**src/rtl/tbl_pkg.sv**
```systemverilog
package tbl_pkg;
  typedef enum logic [1:0] {
    TBL_KEEP     = 2'd0,
    TBL_POST_INC = 2'd1,
    TBL_POST_DEC = 2'd2,
    TBL_PRE_INC  = 2'd3
  } tbl_step_e;
endpackage

```
**src/rtl/tbl_ptr_unit.sv**
```systemverilog
module tbl_ptr_unit
  import tbl_pkg::*;
#(
  parameter int PW = 21
) (
  input  logic          clk,
  input  logic          rst_n,
  input  logic          load_en,
  input  logic [PW-1:0] load_val,
  input  logic          step_en,
  input  tbl_step_e     mode,
  output logic [PW-1:0] ptr,
  output logic [PW-1:0] acc_addr
);
  function automatic logic [PW-1:0] addr_of(input logic [PW-1:0] p, input tbl_step_e m);
    return (m == TBL_PRE_INC) ? p + PW'(1) : p;
  endfunction

  function automatic logic [PW-1:0] next_of(input logic [PW-1:0] p, input tbl_step_e m);
    case (m)
      TBL_POST_INC, TBL_PRE_INC: return p + PW'(1);
      TBL_POST_DEC:              return p - PW'(1);
      default:                   return p;
    endcase
  endfunction

  assign acc_addr = addr_of(ptr, mode);

  always_ff @(posedge clk or negedge rst_n) begin
    if (!rst_n)       ptr <= '0;
    else if (step_en) ptr <= next_of(ptr, mode);
    else if (load_en) ptr <= load_val;
  end

  p_wrap_up_r5: assert property (@(posedge clk) disable iff (!rst_n)
    step_en && (mode == TBL_POST_INC) && (ptr == '1) |=> ptr == '0);
  p_wrap_down_r5: assert property (@(posedge clk) disable iff (!rst_n)
    step_en && (mode == TBL_POST_DEC) && (ptr == '0) |=> ptr == '1);
  p_keep_r4: assert property (@(posedge clk) disable iff (!rst_n)
    step_en && (mode == TBL_KEEP) |=> $stable(ptr));
  p_load_r2: assert property (@(posedge clk) disable iff (!rst_n)
    load_en && !step_en |=> ptr == $past(load_val));
endmodule

```
**src/rtl/tbl_lane_pick.sv**
```systemverilog
module tbl_lane_pick #(
  parameter int BW    = 8,
  parameter int LANES = 2,
  localparam int SW   = $clog2(LANES)
) (
  input  logic [LANES*BW-1:0] word_in,
  input  logic [SW-1:0]       sel,
  output logic [BW-1:0]       byte_out
);
  function automatic logic [BW-1:0] pick(input logic [LANES*BW-1:0] w, input logic [SW-1:0] s);
    return w[s*BW +: BW];
  endfunction

  assign byte_out = pick(word_in, sel);
endmodule

```
**src/rtl/tbl_lane_merge.sv**
```systemverilog
module tbl_lane_merge #(
  parameter int BW    = 8,
  parameter int LANES = 2,
  localparam int SW   = $clog2(LANES)
) (
  input  logic [LANES*BW-1:0] word_in,
  input  logic [SW-1:0]       sel,
  input  logic [BW-1:0]       byte_in,
  output logic [LANES*BW-1:0] word_out
);
  for (genvar g = 0; g < LANES; g++) begin : g_lane
    assign word_out[g*BW +: BW] = (sel == SW'(g)) ? byte_in : word_in[g*BW +: BW];
  end
endmodule

```
**src/rtl/tbl_rd_unit.sv**
```systemverilog
module tbl_rd_unit
  import tbl_pkg::*;
#(
  parameter int PTR_W  = 21,
  parameter int BYTE_W = 8,
  parameter int LANES  = 2,
  localparam int SW    = $clog2(LANES),
  localparam int WA_W  = PTR_W - SW,
  localparam int WORD_W = LANES * BYTE_W
) (
  input  logic              clk,
  input  logic              rst_n,
  input  logic              ptr_load,
  input  logic [PTR_W-1:0]  ptr_wdata,
  input  logic              latch_load,
  input  logic [BYTE_W-1:0] latch_wdata,
  input  logic              cmd_valid,
  input  logic              cmd_write,
  input  logic [1:0]        cmd_mode,
  output logic              busy,
  output logic [PTR_W-1:0]  tbl_ptr,
  output logic [BYTE_W-1:0] tbl_latch,
  output logic              mem_rd_en,
  output logic [WA_W-1:0]   mem_addr,
  input  logic [WORD_W-1:0] mem_rdata,
  output logic [WORD_W-1:0] hold_word,
  output logic [WA_W-1:0]   hold_addr
);
  logic              busy_q;
  logic              cmd_acc, rd_acc, wr_acc, ptr_ld_ok, latch_ld_ok;
  logic [PTR_W-1:0]  acc_addr;
  logic [WA_W-1:0]   rd_addr_q;
  logic [SW-1:0]     rd_sel_q;
  logic [BYTE_W-1:0] rd_byte;
  logic [WORD_W-1:0] merged;
  tbl_step_e         mode;

  assign mode        = tbl_step_e'(cmd_mode);
  assign cmd_acc     = cmd_valid && !busy_q;
  assign rd_acc      = cmd_acc && !cmd_write;
  assign wr_acc      = cmd_acc && cmd_write;
  assign ptr_ld_ok   = ptr_load && !busy_q && !cmd_acc;
  assign latch_ld_ok = latch_load && !busy_q;

  tbl_ptr_unit #(.PW(PTR_W)) u_ptr (
    .clk(clk), .rst_n(rst_n), .load_en(ptr_ld_ok), .load_val(ptr_wdata),
    .step_en(cmd_acc), .mode(mode), .ptr(tbl_ptr), .acc_addr(acc_addr)
  );

  tbl_lane_pick #(.BW(BYTE_W), .LANES(LANES)) u_pick (
    .word_in(mem_rdata), .sel(rd_sel_q), .byte_out(rd_byte)
  );

  tbl_lane_merge #(.BW(BYTE_W), .LANES(LANES)) u_merge (
    .word_in(hold_word), .sel(acc_addr[SW-1:0]), .byte_in(tbl_latch), .word_out(merged)
  );

  always_ff @(posedge clk or negedge rst_n) begin
    if (!rst_n) begin
      busy_q    <= 1'b0;
      rd_addr_q <= '0;
      rd_sel_q  <= '0;
    end else begin
      busy_q <= rd_acc;
      if (rd_acc) begin
        rd_addr_q <= acc_addr[PTR_W-1:SW];
        rd_sel_q  <= acc_addr[SW-1:0];
      end
    end
  end

  always_ff @(posedge clk or negedge rst_n) begin
    if (!rst_n)           tbl_latch <= '0;
    else if (busy_q)      tbl_latch <= rd_byte;
    else if (latch_ld_ok) tbl_latch <= latch_wdata;
  end

  always_ff @(posedge clk or negedge rst_n) begin
    if (!rst_n) begin
      hold_word <= '0;
      hold_addr <= '0;
    end else if (wr_acc) begin
      hold_word <= merged;
      hold_addr <= acc_addr[PTR_W-1:SW];
    end
  end

  assign busy      = busy_q;
  assign mem_rd_en = busy_q;
  assign mem_addr  = rd_addr_q;

  p_busy_pulse_r3: assert property (@(posedge clk) disable iff (!rst_n)
    busy |=> !busy);
  p_rd_issue_r3: assert property (@(posedge clk) disable iff (!rst_n)
    cmd_valid && !busy && !cmd_write |=> mem_rd_en && (mem_addr == $past(acc_addr[PTR_W-1:SW])));
  p_wr_no_read_r6: assert property (@(posedge clk) disable iff (!rst_n)
    cmd_valid && !busy && cmd_write |=> !mem_rd_en);
  p_hold_stable_r6: assert property (@(posedge clk) disable iff (!rst_n)
    !(cmd_valid && !busy && cmd_write) |=> $stable(hold_word) && $stable(hold_addr));
  p_latch_stable_r7: assert property (@(posedge clk) disable iff (!rst_n)
    !busy && !latch_load |=> $stable(tbl_latch));
  p_busy_freeze_r8: assert property (@(posedge clk) disable iff (!rst_n)
    busy |=> $stable(tbl_ptr) && $stable(hold_word));
endmodule

```
**config.mk**
```make
export PLATFORM = sky130hd
export DESIGN_NAME = tbl_rd_unit
export DESIGN_NICKNAME = d
export VERILOG_FILES = /design/src/rtl/tbl_pkg.sv /design/src/rtl/tbl_ptr_unit.sv /design/src/rtl/tbl_lane_pick.sv /design/src/rtl/tbl_lane_merge.sv /design/src/rtl/tbl_rd_unit.sv
export SDC_FILE = /design/constraint.sdc
export NUM_CORES = 1
export LEC_CHECK = 0
export BUFFER_PORTS_ARGS = -buffer_cell sky130_fd_sc_hd__buf_2
export CORE_MARGIN = 5
export CORE_UTILIZATION = 49
export CTS_BUF_LIST = sky130_fd_sc_hd__clkbuf_8
export DETAILED_ROUTE_END_ITERATION = 10
export PLACE_DENSITY = 0.75
export REMOVE_ABC_BUFFERS = 1
export SYNTH_ARGS = -nofsm -noshare
export SYNTH_HDL_FRONTEND = slang
export SYNTH_SLANG_ARGS = --single-unit
```
**constraint.sdc**
```tcl
create_clock -name clk -period 2.6 [get_ports clk]
set_input_delay 0.13 -clock clk [delete_from_list [all_inputs] [get_ports clk]]
set_output_delay 0.13 -clock clk [all_outputs]
set_load 0.005 [all_outputs]
```
* Word level (Yosys, flattened, before mapping)
Index checks and enable logic that the tools add are counted.
** Cells by class
- Add/sub/neg operators :: 2
- Multiply operators :: 0
- Divide/modulo/power cells :: 0
- Magnitude comparators :: 0
- Eq/ne operators :: 4
- Shift operators :: 1
- Muxes and demuxes :: 6
- Bitwise gates (word level) :: 1
- Reductions and logical operators :: 15
** Operators with widths (number)
- $mux W21 :: 3
- $pmux W21 S2 :: 1
- $add A21 B1 Y21 const B :: 1
- $sub A21 B1 Y21 const B :: 1
- $mux W8 :: 2
- $shiftx A16 B5 Y8 :: 1
- $logic_and A1 B1 Y1 :: 6
- $reduce_and A2 Y1 :: 3
- $eq A2 B2 Y1 const B :: 2
- $reduce_bool A2 Y1 :: 2
- $logic_not A1 Y1 :: 3
- $ne A3 B1 Y1 const B :: 1
- $eq A2 B1 Y1 const B :: 1
- $reduce_or A2 Y1 :: 1
- $not A1 Y1 :: 1
** Storage, ports and cells
- Flip-flop bits (word level) :: 87
- Bits in latches :: 0
- Memory bits (writable) :: 0
- Memory bits (read-only) :: 0
- Input bits :: 53
- Output and inout port bits :: 87
- Word-level logic and storage cells :: 37
- Memories :: 0

* Longest topological paths before layout
- Word-level depth :: 6
- Mapped depth :: 8
- Depth with buffers taken out :: 6

* By module
From an unflattened synthesis, not the netlist that was laid out.
** Second synthesis, totals
- Cells, all modules :: 467
- Area total of the unflattened synthesis :: 5066.1 um^2
** Modules (own cells, without submodules)
- tbl_rd_unit :: instances 1, cells an instance 161, area each 2575.0 um^2, sequential area each 1651.6 um^2
- tbl_ptr_unit :: instances 1, cells an instance 279, area each 2110.8 um^2, sequential area each 525.5 um^2
- tbl_lane_merge :: instances 1, cells an instance 18, area each 249.0 um^2, sequential area each 0.0 um^2
- tbl_lane_pick :: instances 1, cells an instance 9, area each 131.4 um^2, sequential area each 0.0 um^2

* Least setup slack after synthesis
No wires, ideal clock.
- Path type :: register -> register
- Start :: register u_ptr.ptr[6]
- End :: register u_ptr.ptr[19]
- Setup time :: 0.128 ns
- Arrival :: 2.304 ns
- Required time :: 2.472 ns
- Path slack :: 0.169 ns
- Cell stages (with the launch flop) :: 8
- Buffers on the path :: 2
- Clock period less this slack :: 2.431 ns
- Path through :: dfrtp_1 -> buf_6 -> or4_4 -> or4b_1 -> clkbuf_2 -> or4_1 -> nand3b_1 -> o22ai_1
** On the way
- Word-level cells in the longest chain between the ends :: 3
- Elaborated cells between the ends (all ways) :: 4
- Classes of those cells :: add/sub: 2; mux: 2
** Ends and longest elaborated chain
- from (decl) :: line tbl_ptr_unit.sv:12 : output logic [PW-1:0] ptr,
- from (signal assigned) :: line tbl_ptr_unit.sv:31 : else if (step_en) ptr <= next_of(ptr, mode);
- from (signal assigned) :: line tbl_ptr_unit.sv:32 : else if (load_en) ptr <= load_val;
- $sub A21 B1 Y21 / $add A21 B1 Y21 (equally long branches) :: line tbl_ptr_unit.sv:22, tbl_ptr_unit.sv:21
- $pmux W21 S2 * :: line tbl_ptr_unit.sv:20 : case (m)
- $mux W21 * :: line tbl_ptr_unit.sv:31
Every way passes the cells marked *; elsewhere a longest branch is shown, timed or not.
A chain may end at the register's enable or synchronous reset.

* Worst setup path in the final report
- Start :: register u_ptr.ptr[8]
- End :: register u_ptr.ptr[19]
The elaborated chain is that of the path after synthesis.

==> results.ini <==
[status]
status=finished with violations
violations=negative hold slack

[worst_setup_path]
path_max_fanout=7
cp_data_arrival_time_ns=2.61
worstSetupEndpointType=flop
timing.rr.end=u_ptr.ptr[19]
crit_type=reg2reg
r2r_start=u_ptr.ptr[8]
reg2reg_depth=5
crit_required_ns=2.83
crit_path_start_kind=flop
reg2reg_slack_ns=0.22

[clock_tree]
cts_setup_buffers=0
cts_tree=built
cts.clk_slew.worst_paths_ns=0.09
cts_buffers=9
cts_htree_levels=3
clk_latency_ns=0.35
cts_root_buffer=clkbuf_8
clock_path_buffers=2
clock-sinks=87
cts_resized=0
cts.hold.buffers_added=0

[floorplan]
die_area_sq_um=11680
core_area_sq_um=9328
pin_count=140
start_util=0.5053
fp-row-count=35
die_w_um=108.1
die_h_um=108.1

[final_layout]
antenna_cells=0
nNetsFinal=705
area_growth_pct=21.93
n_fill_cell=853
finalNonFillerCells=783
drive_gt1_frac=0.3028
final_cell_area_sq_um=5747

[logic_synthesis]
yosysMostFrequentCell=dfrtp_1
syn-instance-count=526
yosysTopAreaCell=dfrtp_1
ys_seq_elements=87
synthDistinctLibCells=55
yosysTopAreaCellShare=0.4619
synthArstFlopShare=1.000
netlist_top_cells_count=dfrtp_1, nand2_1, nor2_1
yosysSeqAreaShare=0.4619
yosys-top-cells-area=dfrtp_1, nand2_1, mux2_2
synth.avg_cell_area_sq_um=8.961
syn_area_sq_um=4713
synthFlopType=dfrtp_1
synth_edf_count=0
yosys_warnings=0

[sta]
setup_violations=0
timing.hold.ws_ns=-0.04135
relSlewSlack=0.2684
finalCritPeriodShare=0.9141
rsz0062_at_grt=no
max_clock_freq_mhz=420.8
fin_skew_ns=0.01174
fin_setup_tns_ns=0
finalMaxSlewViolations=0
hold_viol_final=29
worstMarginPinSlew_ns=1.097
post-route-min-period_ns=2.377

[placed_design]
dp_cells=768
postPlaceCellArea_sq_um=5567
hpwl_um=10600
finalWeightedCongestion=1.001
port_buffers=139

[power]
p_per_area_nw_per_um2=759.4
vdd_drop_max_v=0.0003826
leakagePower_nw=2.510

[global_routing]
grt.total_usage=0.2479
antenna_found_initial=0
grt_pass1_vias=4418
grt_pass1_wl_um=22970
grt_overflow=0
grt_max_degree=88

[detailed_routing]
num_vias=4567
ant_nets=0
wl_per_cell_um=18.28
firstDrtPassIters=6
drt_drc_violations_left=0
initialDrtViolationCount=476
drt-vias-per-instance=5.833
routed_wl_um=14310

[flow_run]
maxCapViolations=0

[min_path]
hp-class=in2async

[flip-flops by register name, indices dropped and copies added, names as in the netlist]
register	count
mem_addr	20
rd_sel_q	1
tbl_latch	8
busy	1
hold_addr	20
u_ptr.ptr	21
hold_word	16
[kinds of logic after synthesis]
family | after synthesis | share of synthesized area
XOR/XNOR | 21 | 0.03902
multiplexers | 30 | 0.06849
AO/OA/AOI/OAI | 122 | 0.1601
AND/OR/NAND/NOR | 211 | 0.2201
adder cells (fa/ha/maj) | 2 | 0.005308
buffers and inverters | 53 | 0.04513
flip-flops | 87 | 0.4619
[how the worst max path moves through the flow]
| stage | to | slack, ns | startpoint | cells past startpoint |
|---|---|---|---|---|
| floorplan | hold_word[0] | -1.03 | busy | 4 |
| global placement | u_ptr.ptr[19] | 0.31 | u_ptr.ptr[8] | 5 |
| detailed placement | u_ptr.ptr[19] | 0.26 | u_ptr.ptr[8] | 5 |
| CTS | u_ptr.ptr[19] | 0.24 | u_ptr.ptr[8] | 5 |
| global route | u_ptr.ptr[19] | 0.16 | u_ptr.ptr[8] | 5 |
| finish | u_ptr.ptr[19] | 0.22 | u_ptr.ptr[8] | 5 |
[power breakdown]
group / switching (mW) / internal, mW
clock network: 0.514 / 0.377
logic: 0.758 / 0.704
registers: 0.298 / 1.71
total: 1.57 / 2.79
[layer usage]
layer / part of all wire / vias up / track usage / wire length (um)
met5: 0 / - / 0 / 0
met4: 0.019 / 0 / 0.06943 / 268
met3: 0.082 / 26 / 0.04179 / 1167
met2: 0.49 / 226 / 0.4028 / 6956
met1: 0.41 / 2186 / 0.3433 / 5922
li1: - / 2129 / - / -
[layout by cell type (no fill, tap or decap), types with 3 or more instances in the layout]
master and n:
buf_2 138, dfrtp_1 87, nand2_1 57, nor2_1 45
a21oi_1 39, o21ai_0 32, nand3_1 24, nor3_1 24
buf_4 22, mux2_2 18, xnor2_1 17, mux2i_1 12
clkbuf_8 10, nor2b_1 9, or3_1 8, a211oi_1 8
and2_1 7, nor4_1 7, o22ai_1 7, nand4_1 6
inv_1 5, and3_1 4, xor2_1 4, o211ai_1 4
a2bb2oi_1 4, a22oi_1 4, or4_1 3, o32ai_1 3
a31oi_1 3, o2bb2ai_1 3, clkinvlp_4 3
[layout make-up]
type                    instances  area [sq um]  share of cell area
multi-input cells             386          2333              0.4061
clock inverters                 5         42.54            0.007403
well taps                     129         161.4             0.02809
repair buffers                161         875.8              0.1524
flip-flops and latches         87          2177              0.3788
clock buffers                  10         137.6             0.02395
inverters                       5         18.77            0.003266
[critical path, stage by stage (launching register included)]
cell      delay, ns
dfrtp_1        0.46
or4_4          0.53
or4b_1         0.55
or4_1          0.54
nand3b_1       0.10
o22ai_1        0.08
[through the flow]
stage               total power, mW  worst slack [ns]  utilization
finish                        4.364            0.2234       0.6161
global route                  4.649            0.1624       0.6161
CTS                           4.381            0.2375       0.6161
detailed placement            3.503            0.2590       0.5968
global placement              3.440            0.3149       0.5968
floorplan                     2.725            -1.034            -
Power figures use the tool's default switching activity.
